===== src/rtl/mac_pkg.sv =====
package mac_pkg;
   typedef enum logic {
      MODE_LONG = 1'b0,
      MODE_WORD = 1'b1
   } mac_mode_e;
endpackage


===== src/rtl/mac_prod.sv =====
module mac_prod #(
   parameter int WORD_W  = 32,
   parameter int SHORT_W = 16,
   parameter int VARIANT = 0
) (
   input  logic [WORD_W-1:0]   a,
   input  logic [WORD_W-1:0]   b,
   input  mac_pkg::mac_mode_e  mode,
   output logic [2*WORD_W-1:0] prod
);
   localparam int PW = 2 * WORD_W;

   if (SHORT_W < 2 || SHORT_W > WORD_W) begin : g_bad_short
      $error("mac_prod: SHORT_W must lie in 2..WORD_W");
   end
   if (VARIANT != 0 && VARIANT != 1) begin : g_bad_var
      $error("mac_prod: VARIANT must be 0 or 1");
   end

   logic [PW-1:0] a_long, b_long, a_short, b_short;

   assign a_long  = {{WORD_W{a[WORD_W-1]}}, a};
   assign b_long  = {{WORD_W{b[WORD_W-1]}}, b};
   assign a_short = {{(PW-SHORT_W){a[SHORT_W-1]}}, a[SHORT_W-1:0]};
   assign b_short = {{(PW-SHORT_W){b[SHORT_W-1]}}, b[SHORT_W-1:0]};

   if (VARIANT == 0) begin : g_shared
      logic [PW-1:0] mx_a, mx_b;
      assign mx_a = (mode == mac_pkg::MODE_WORD) ? a_short : a_long;
      assign mx_b = (mode == mac_pkg::MODE_WORD) ? b_short : b_long;
      assign prod = mx_a * mx_b;
   end else begin : g_split
      logic [PW-1:0] p_long, p_short;
      assign p_long  = a_long * b_long;
      assign p_short = a_short * b_short;
      assign prod    = (mode == mac_pkg::MODE_WORD) ? p_short : p_long;
   end
endmodule


===== src/rtl/mac_sat.sv =====
module mac_sat #(
   parameter int WORD_W    = 32,
   parameter int LONG_ONES = 16
) (
   input  logic [2*WORD_W-1:0] sum,
   input  mac_pkg::mac_mode_e  mode,
   input  logic                sat_en,
   output logic [WORD_W-1:0]   hi_n,
   output logic [WORD_W-1:0]   lo_n
);
   localparam int PW        = 2 * WORD_W;
   localparam int LONG_KEEP = WORD_W - LONG_ONES - 1;

   if (LONG_ONES < 1 || LONG_KEEP < 1) begin : g_bad_ones
      $error("mac_sat: LONG_ONES must leave at least one kept bit");
   end

   logic [WORD_W-1:0] raw_hi, raw_lo;
   logic [WORD_W-1:0] force_mask, keep_mask;
   logic [WORD_W:0]   top_bits;
   logic              neg, fits_word;
   logic [WORD_W-1:0] pos_limit, neg_limit;

   assign raw_hi     = sum[PW-1:WORD_W];
   assign raw_lo     = sum[WORD_W-1:0];
   assign neg        = sum[PW-1];
   assign force_mask = {{LONG_ONES{1'b1}}, {(WORD_W-LONG_ONES){1'b0}}};
   assign keep_mask  = {{(WORD_W-LONG_KEEP){1'b0}}, {LONG_KEEP{1'b1}}};
   assign top_bits   = sum[PW-1:WORD_W-1];
   assign fits_word  = (&top_bits) | ~(|top_bits);
   assign pos_limit  = {1'b0, {(WORD_W-1){1'b1}}};
   assign neg_limit  = {1'b1, {(WORD_W-1){1'b0}}};

   always_comb begin
      hi_n = raw_hi;
      lo_n = raw_lo;
      if (sat_en) begin
         if (mode == mac_pkg::MODE_LONG) begin
            hi_n = neg ? (raw_hi | force_mask) : (raw_hi & keep_mask);
         end else if (!fits_word) begin
            hi_n = {{(WORD_W-1){1'b0}}, 1'b1};
            lo_n = neg ? neg_limit : pos_limit;
         end
      end
   end
endmodule


===== src/rtl/mac_acc_reg.sv =====
module mac_acc_reg #(
   parameter int WORD_W = 32
) (
   input  logic              clk,
   input  logic              rst_n,
   input  logic              clr,
   input  logic              ld_hi_en,
   input  logic [WORD_W-1:0] ld_hi_val,
   input  logic              ld_lo_en,
   input  logic [WORD_W-1:0] ld_lo_val,
   input  logic              upd_en,
   input  logic [WORD_W-1:0] upd_hi,
   input  logic [WORD_W-1:0] upd_lo,
   output logic [WORD_W-1:0] acc_hi,
   output logic [WORD_W-1:0] acc_lo
);
   logic any_ld;
   assign any_ld = ld_hi_en | ld_lo_en;

   always_ff @(posedge clk) begin
      if (!rst_n || clr) begin
         acc_hi <= '0;
         acc_lo <= '0;
      end else if (any_ld) begin
         if (ld_hi_en) acc_hi <= ld_hi_val;
         if (ld_lo_en) acc_lo <= ld_lo_val;
      end else if (upd_en) begin
         acc_hi <= upd_hi;
         acc_lo <= upd_lo;
      end
   end

   AST_CLEAR_WINS: assert property (@(posedge clk) disable iff (!rst_n)
      clr |=> (acc_hi == '0 && acc_lo == '0));
   AST_LOAD_HI: assert property (@(posedge clk) disable iff (!rst_n)
      (!clr && ld_hi_en) |=> acc_hi == $past(ld_hi_val));
   AST_LOAD_LO: assert property (@(posedge clk) disable iff (!rst_n)
      (!clr && ld_lo_en) |=> acc_lo == $past(ld_lo_val));
   AST_LOAD_HI_ONLY: assert property (@(posedge clk) disable iff (!rst_n)
      (!clr && ld_hi_en && !ld_lo_en) |=> $stable(acc_lo));
   AST_LOAD_LO_ONLY: assert property (@(posedge clk) disable iff (!rst_n)
      (!clr && ld_lo_en && !ld_hi_en) |=> $stable(acc_hi));
   AST_IDLE_HOLD: assert property (@(posedge clk) disable iff (!rst_n)
      (!clr && !any_ld && !upd_en) |=> ($stable(acc_hi) && $stable(acc_lo)));
endmodule


===== src/rtl/mac_sat_unit.sv =====
module mac_sat_unit #(
   parameter int WORD_W    = 32,
   parameter int SHORT_W   = 16,
   parameter int LONG_ONES = 16,
   parameter int VARIANT   = 0
) (
   input  logic              clk,
   input  logic              rst_n,
   input  logic              in_valid,
   output logic              in_ready,
   input  logic [WORD_W-1:0] op_a,
   input  logic [WORD_W-1:0] op_b,
   input  logic              op_word,
   input  logic              sat_en,
   input  logic              clr,
   input  logic              ld_hi_en,
   input  logic [WORD_W-1:0] ld_hi_val,
   input  logic              ld_lo_en,
   input  logic [WORD_W-1:0] ld_lo_val,
   output logic [WORD_W-1:0] acc_hi,
   output logic [WORD_W-1:0] acc_lo
);
   localparam int PW = 2 * WORD_W;

   if (WORD_W < 4) begin : g_bad_word
      $error("mac_sat_unit: WORD_W too small");
   end

   mac_pkg::mac_mode_e mode;
   logic [PW-1:0]      prod, sum;
   logic [WORD_W-1:0]  nxt_hi, nxt_lo;
   logic               take;

   assign in_ready = 1'b1;
   assign mode     = op_word ? mac_pkg::MODE_WORD : mac_pkg::MODE_LONG;
   assign sum      = {acc_hi, acc_lo} + prod;
   assign take     = in_valid & in_ready;

   mac_prod #(.WORD_W(WORD_W), .SHORT_W(SHORT_W), .VARIANT(VARIANT)) u_prod (
      .a(op_a), .b(op_b), .mode(mode), .prod(prod)
   );

   mac_sat #(.WORD_W(WORD_W), .LONG_ONES(LONG_ONES)) u_sat (
      .sum(sum), .mode(mode), .sat_en(sat_en), .hi_n(nxt_hi), .lo_n(nxt_lo)
   );

   mac_acc_reg #(.WORD_W(WORD_W)) u_acc (
      .clk(clk), .rst_n(rst_n), .clr(clr),
      .ld_hi_en(ld_hi_en), .ld_hi_val(ld_hi_val),
      .ld_lo_en(ld_lo_en), .ld_lo_val(ld_lo_val),
      .upd_en(take), .upd_hi(nxt_hi), .upd_lo(nxt_lo),
      .acc_hi(acc_hi), .acc_lo(acc_lo)
   );

   logic plain_op;
   assign plain_op = take & ~clr & ~ld_hi_en & ~ld_lo_en;

   AST_LONG_SAT_SHAPE: assert property (@(posedge clk) disable iff (!rst_n)
      (plain_op && !op_word && sat_en) |=>
         ((&acc_hi[WORD_W-1:WORD_W-LONG_ONES]) ||
          (acc_hi[WORD_W-1:WORD_W-LONG_ONES-1] == '0)));
   AST_WORD_SAT_MARK: assert property (@(posedge clk) disable iff (!rst_n)
      (plain_op && op_word && sat_en) |=>
         ((acc_hi == '0 && !acc_lo[WORD_W-1]) ||
          (&acc_hi && acc_lo[WORD_W-1]) ||
          (acc_hi == WORD_W'(1) &&
           (acc_lo == {1'b1, {(WORD_W-1){1'b0}}} ||
            acc_lo == {1'b0, {(WORD_W-1){1'b1}}}))));
   AST_ALWAYS_READY: assert property (@(posedge clk)
      $past(in_valid) |-> in_ready);
endmodule


===== config.mk =====
export PLATFORM = sky130hd
export DESIGN_NAME = mac_sat_unit
export DESIGN_NICKNAME = d
export VERILOG_FILES = /design/src/rtl/mac_pkg.sv /design/src/rtl/mac_prod.sv /design/src/rtl/mac_sat.sv /design/src/rtl/mac_acc_reg.sv /design/src/rtl/mac_sat_unit.sv
export SDC_FILE = /design/constraint.sdc
export NUM_CORES = 2
export LEC_CHECK = 0
export ABC_AREA = 1
export ABC_CLOCK_PERIOD_IN_PS = 23700
export BUFFER_PORTS_ARGS = -buffer_cell sky130_fd_sc_hd__buf_2
export CORE_ASPECT_RATIO = 0.7
export CORE_UTILIZATION = 45
export DETAILED_ROUTE_END_ITERATION = 12
export PLACE_DENSITY = 0.67
export SETUP_SLACK_MARGIN = 0.02
export SYNTH_ARGS = -nofsm -noshare
export SYNTH_HDL_FRONTEND = slang
export SYNTH_SLANG_ARGS = --single-unit

===== constraint.sdc =====
create_clock -name clk -period 23.7 [get_ports clk]
set_input_delay 7.11 -clock clk [delete_from_list [all_inputs] [get_ports clk]]
set_output_delay 7.11 -clock clk [all_outputs]
set_load 0.01 [all_outputs]

==> results.sh <==
export IMPL_syn_area_sq_um=54200
export IMPL_drive_gt1_share_pct=4.861
export IMPL_regToRegStartpoint="u_acc.acc_hi[0]"
export IMPL_crit_slowest_cell="a21oi_1"
export IMPL_cp_end_kind="flop"
export IMPL_dieHeight_um=292.4
export IMPL_wire_per_inst_um=21.76
export IMPL_first_pass_iters=7
export IMPL_crit_buf_inv=12
export IMPL_io_pins=201
export IMPL_startpoint_type="primary input"
export IMPL_fin_nets=8861
export IMPL_grt_pass1_vias=45190
export IMPL_synth_seq_cells=64
export IMPL_drtIter0Drc=4952
export IMPL_io_buffer_count=199
export IMPL_worst_path_most_repeated_cell="fa_1"
export IMPL_drtAntennaViolNets=0
export IMPL_clk_path_buf_depth=2
export IMPL_drv_slew=0
export IMPL_die_area_sq_um=121900
export IMPL_cts_inserted_buffers=9
export IMPL_rr_worst_depth=27
export IMPL_clkLatencyLatePin_ns=0.38
export IMPL_layout_min_cycle_time_ns=19.71
export IMPL_dieWidth_um=416.8
export IMPL_totalWireLength_um=186400
export IMPL_cap_violations=0
export IMPL_initial_core_util_pct=45.41
export IMPL_cp_arrival_ns=20.01
export IMPL_crit_family="adder cells"
export IMPL_status="complete, no violations"
export IMPL_drc=0
export IMPL_root_buffer="clkbuf_16"
export IMPL_ys_types=41
export IMPL_rsz0062_at_grt="false"
export IMPL_num_vias=44070
export IMPL_crit_required_ns=24.00
export IMPL_post_cts_buffers=0
export IMPL_max_stage_delay_ns=0.82
export IMPL_holdCritStartpoint="u_acc.acc_lo[25]"
export IMPL_cts_htree_levels=3
export IMPL_cts_num_sinks=64
export IMPL_hold_path_class="flop to flop"
export IMPL_rrSetupSlack_ns=15.42
export IMPL_crit_fanout=51
export IMPL_syn_avg_cell_area_sq_um=7.798
export IMPL_rows=106
export IMPL_holdPathEnd="u_acc.acc_lo[25]"
export IMPL_tightest_slew_ns=1.310
export IMPL_max_slew_margin_pct=12.66
export IMPL_whs_path_depth=2
export IMPL_setup_violations=0
export IMPL_syn_nets=8821
export IMPL_ctsHoldBuffers=0
export IMPL_ctsResizeCount=0
export IMPL_synth_seq_area_share_pct=2.364
export IMPL_finalSetupTns_ns=0
export IMPL_path_clk_slew_ns=0.06
export IMPL_grt_max_degree=82
export IMPL_grt_use_total_pct=31.66
export IMPL_fillCellCount=11780
export IMPL_hold_violations=0
export IMPL_core_area_sq_um=119400
export IMPL_setup_slack_ns=3.986
export IMPL_grt_pass1_wl_um=286000
export IMPL_timing_rr_end="u_acc.acc_hi[20]"
export IMPL_criticalPathCategory="primary input to flop"
export IMPL_synth_cells=6950
export IMPL_antenna_found_initial=7
export IMPL_area_growth_pct=5.305
export IMPL_grt_overflow_total=0
export IMPL_cts_tree="built"
export IMPL_drt_vias_per_instance=5.145
export IMPL_place_ws_ns=3.845
export IMPL_yosys_warnings=0
export IMPL_clock_skew_ns=0.01303
export IMPL_hpwl_um=165900
export IMPL_globalplace_congestion=1.000
export IMPL_fin_crit_sh_pct=83.18
export IMPL_fmaxAchievable_mhz=50.72
export IMPL_hold_slack_ns=0.5328
[per-stage QoR]
step	std cells	utilization [%]	cell area, sq um
2_1_floorplan	6950	-	54200
3_5_place_dp	8545	47.54	56740
4_1_cts	8561	47.81	57060
3_3_place_gp	8545	47.54	56740
6_report	8565	47.81	57070
5_1_grt	8564	47.81	57070
[routing by layer]
metal,wire length (um),share of wire (%),global-route usage [%],vias to the layer above
li1,-,-,-,19430
met5,37,0.020,0,-
met3,32890,18,15.71,152
met1,82510,44,48.20,21900
met4,2240,1.2,3.856,6
met2,68720,37,40.57,2574
[cell type report]
| type | count | area (sq um) | share of cell area [%] |
|---|---|---|---|
| Multi-Input combinational cell | 4504 | 43970 | 77.03 |
| Inverter | 2149 | 8066 | 14.13 |
| Tap cell | 1566 | 1959 | 3.433 |
| Timing Repair Buffer | 262 | 1469 | 2.574 |
| Sequential cell | 64 | 1281 | 2.245 |
| Clock buffer | 10 | 229.0 | 0.4012 |
| Clock inverter | 6 | 92.59 | 0.1622 |
| Antenna cell | 4 | 10.01 | 0.01754 |
[worst reg2reg max path: cells and delay by family, from the launching register on]
family / cells / cell delay, ns
buffers and inverters: 2 / 0.17
DFF: 1 / 0.48
AOI/OAI and AO/OA: 3 / 0.55
adders and majority gates: 7 / 3.96
and+or+nand+nor: 15 / 3.07
[logic make-up after synthesis]
kind of cell / Yosys count / synth area share, %
other: 1 / 0.006919
buffers and inverters: 2382 / 16.54
AND/OR/NAND/NOR: 2422 / 17.56
adder cells (fa/ha/maj): 1735 / 59.74
AO/OA/AOI/OAI: 286 / 2.819
XOR/XNOR: 60 / 0.9696
flip-flops: 64 / 2.364
[worst max path at each step]
stage	startpoint	end	slack [ns]	cells after the start
2_1_floorplan	op_word	u_acc.acc_lo[7]	7.01	48
3_3_place_gp	op_word	u_acc.acc_hi[20]	3.91	40
3_5_place_dp	op_word	u_acc.acc_hi[20]	3.85	43
4_1_cts	op_word	u_acc.acc_hi[20]	4.23	41
5_1_grt	op_word	u_acc.acc_hi[22]	3.35	42
6_report	op_word	u_acc.acc_hi[20]	3.99	40
[Yosys cell counts]
library cell | count | share of area [%]
o21a_1 | 1 | 0.014
conb_1 | 1 | 0.0069
nand2b_1 | 1 | 0.012
buf_6 | 1 | 0.021
o21ai_1 | 6 | 0.055
inv_1 | 2116 | 15
and2_1 | 6 | 0.069
o21bai_1 | 10 | 0.14
nor3_2 | 3 | 0.055
a211oi_1 | 1 | 0.014
or2_2 | 6 | 0.069
xor2_1 | 42 | 0.68
o21ai_0 | 84 | 0.78
buf_4 | 1 | 0.014
a32oi_1 | 8 | 0.13
nand4_1 | 23 | 0.27
ha_1 | 314 | 7.2
nor4_1 | 2 | 0.023
nand2_2 | 6 | 0.069
fa_1 | 1421 | 52
buf_2 | 11 | 0.10
a21oi_1 | 161 | 1.5
inv_2 | 17 | 0.12
dfxtp_1 | 64 | 2.4
and2_0 | 2 | 0.023
clkinv_1 | 16 | 0.11
buf_1 | 28 | 0.19
nor3_1 | 6 | 0.055
a31oi_1 | 8 | 0.092
or2_0 | 1 | 0.012
a21oi_2 | 7 | 0.11
and3_1 | 5 | 0.058
nand2_4 | 1 | 0.021
nor2_2 | 14 | 0.16
nand3_1 | 120 | 1.1
nor2_1 | 470 | 3.3
clkbuf_1 | 192 | 1.3
xnor2_1 | 18 | 0.29
nand3_2 | 4 | 0.074
nand3b_1 | 14 | 0.19
nand2_1 | 1738 | 12
[registers in the layout, indices dropped and copies added, names as in the netlist]
register and cells:
u_acc.acc_hi 32, u_acc.acc_lo 32
[placed cells by master (no fill, tap or decap), drive strengths merged]
cell type / count
inv: 2134
nand2: 1745
fa: 1421
nor2: 484
ha: 314
buf: 262
a21oi: 168
nand3: 124
o21ai: 90
dfxtp: 64
xor2: 42
nand4: 23
xnor2: 18
clkinv: 17
nand3b: 14
o21bai: 10
clkbuf: 10
nor3: 9
a31oi: 8
a32oi: 8
and2: 8
or2: 7
and3: 5
diode: 4
nor4: 2
bufinv: 2
clkinvlp: 2
nand2b: 1
a211oi: 1
o21a: 1
conb: 1
Power is not shown: default switching activity piles up to over one toggle a cycle in this logic, so the estimate is an artifact.
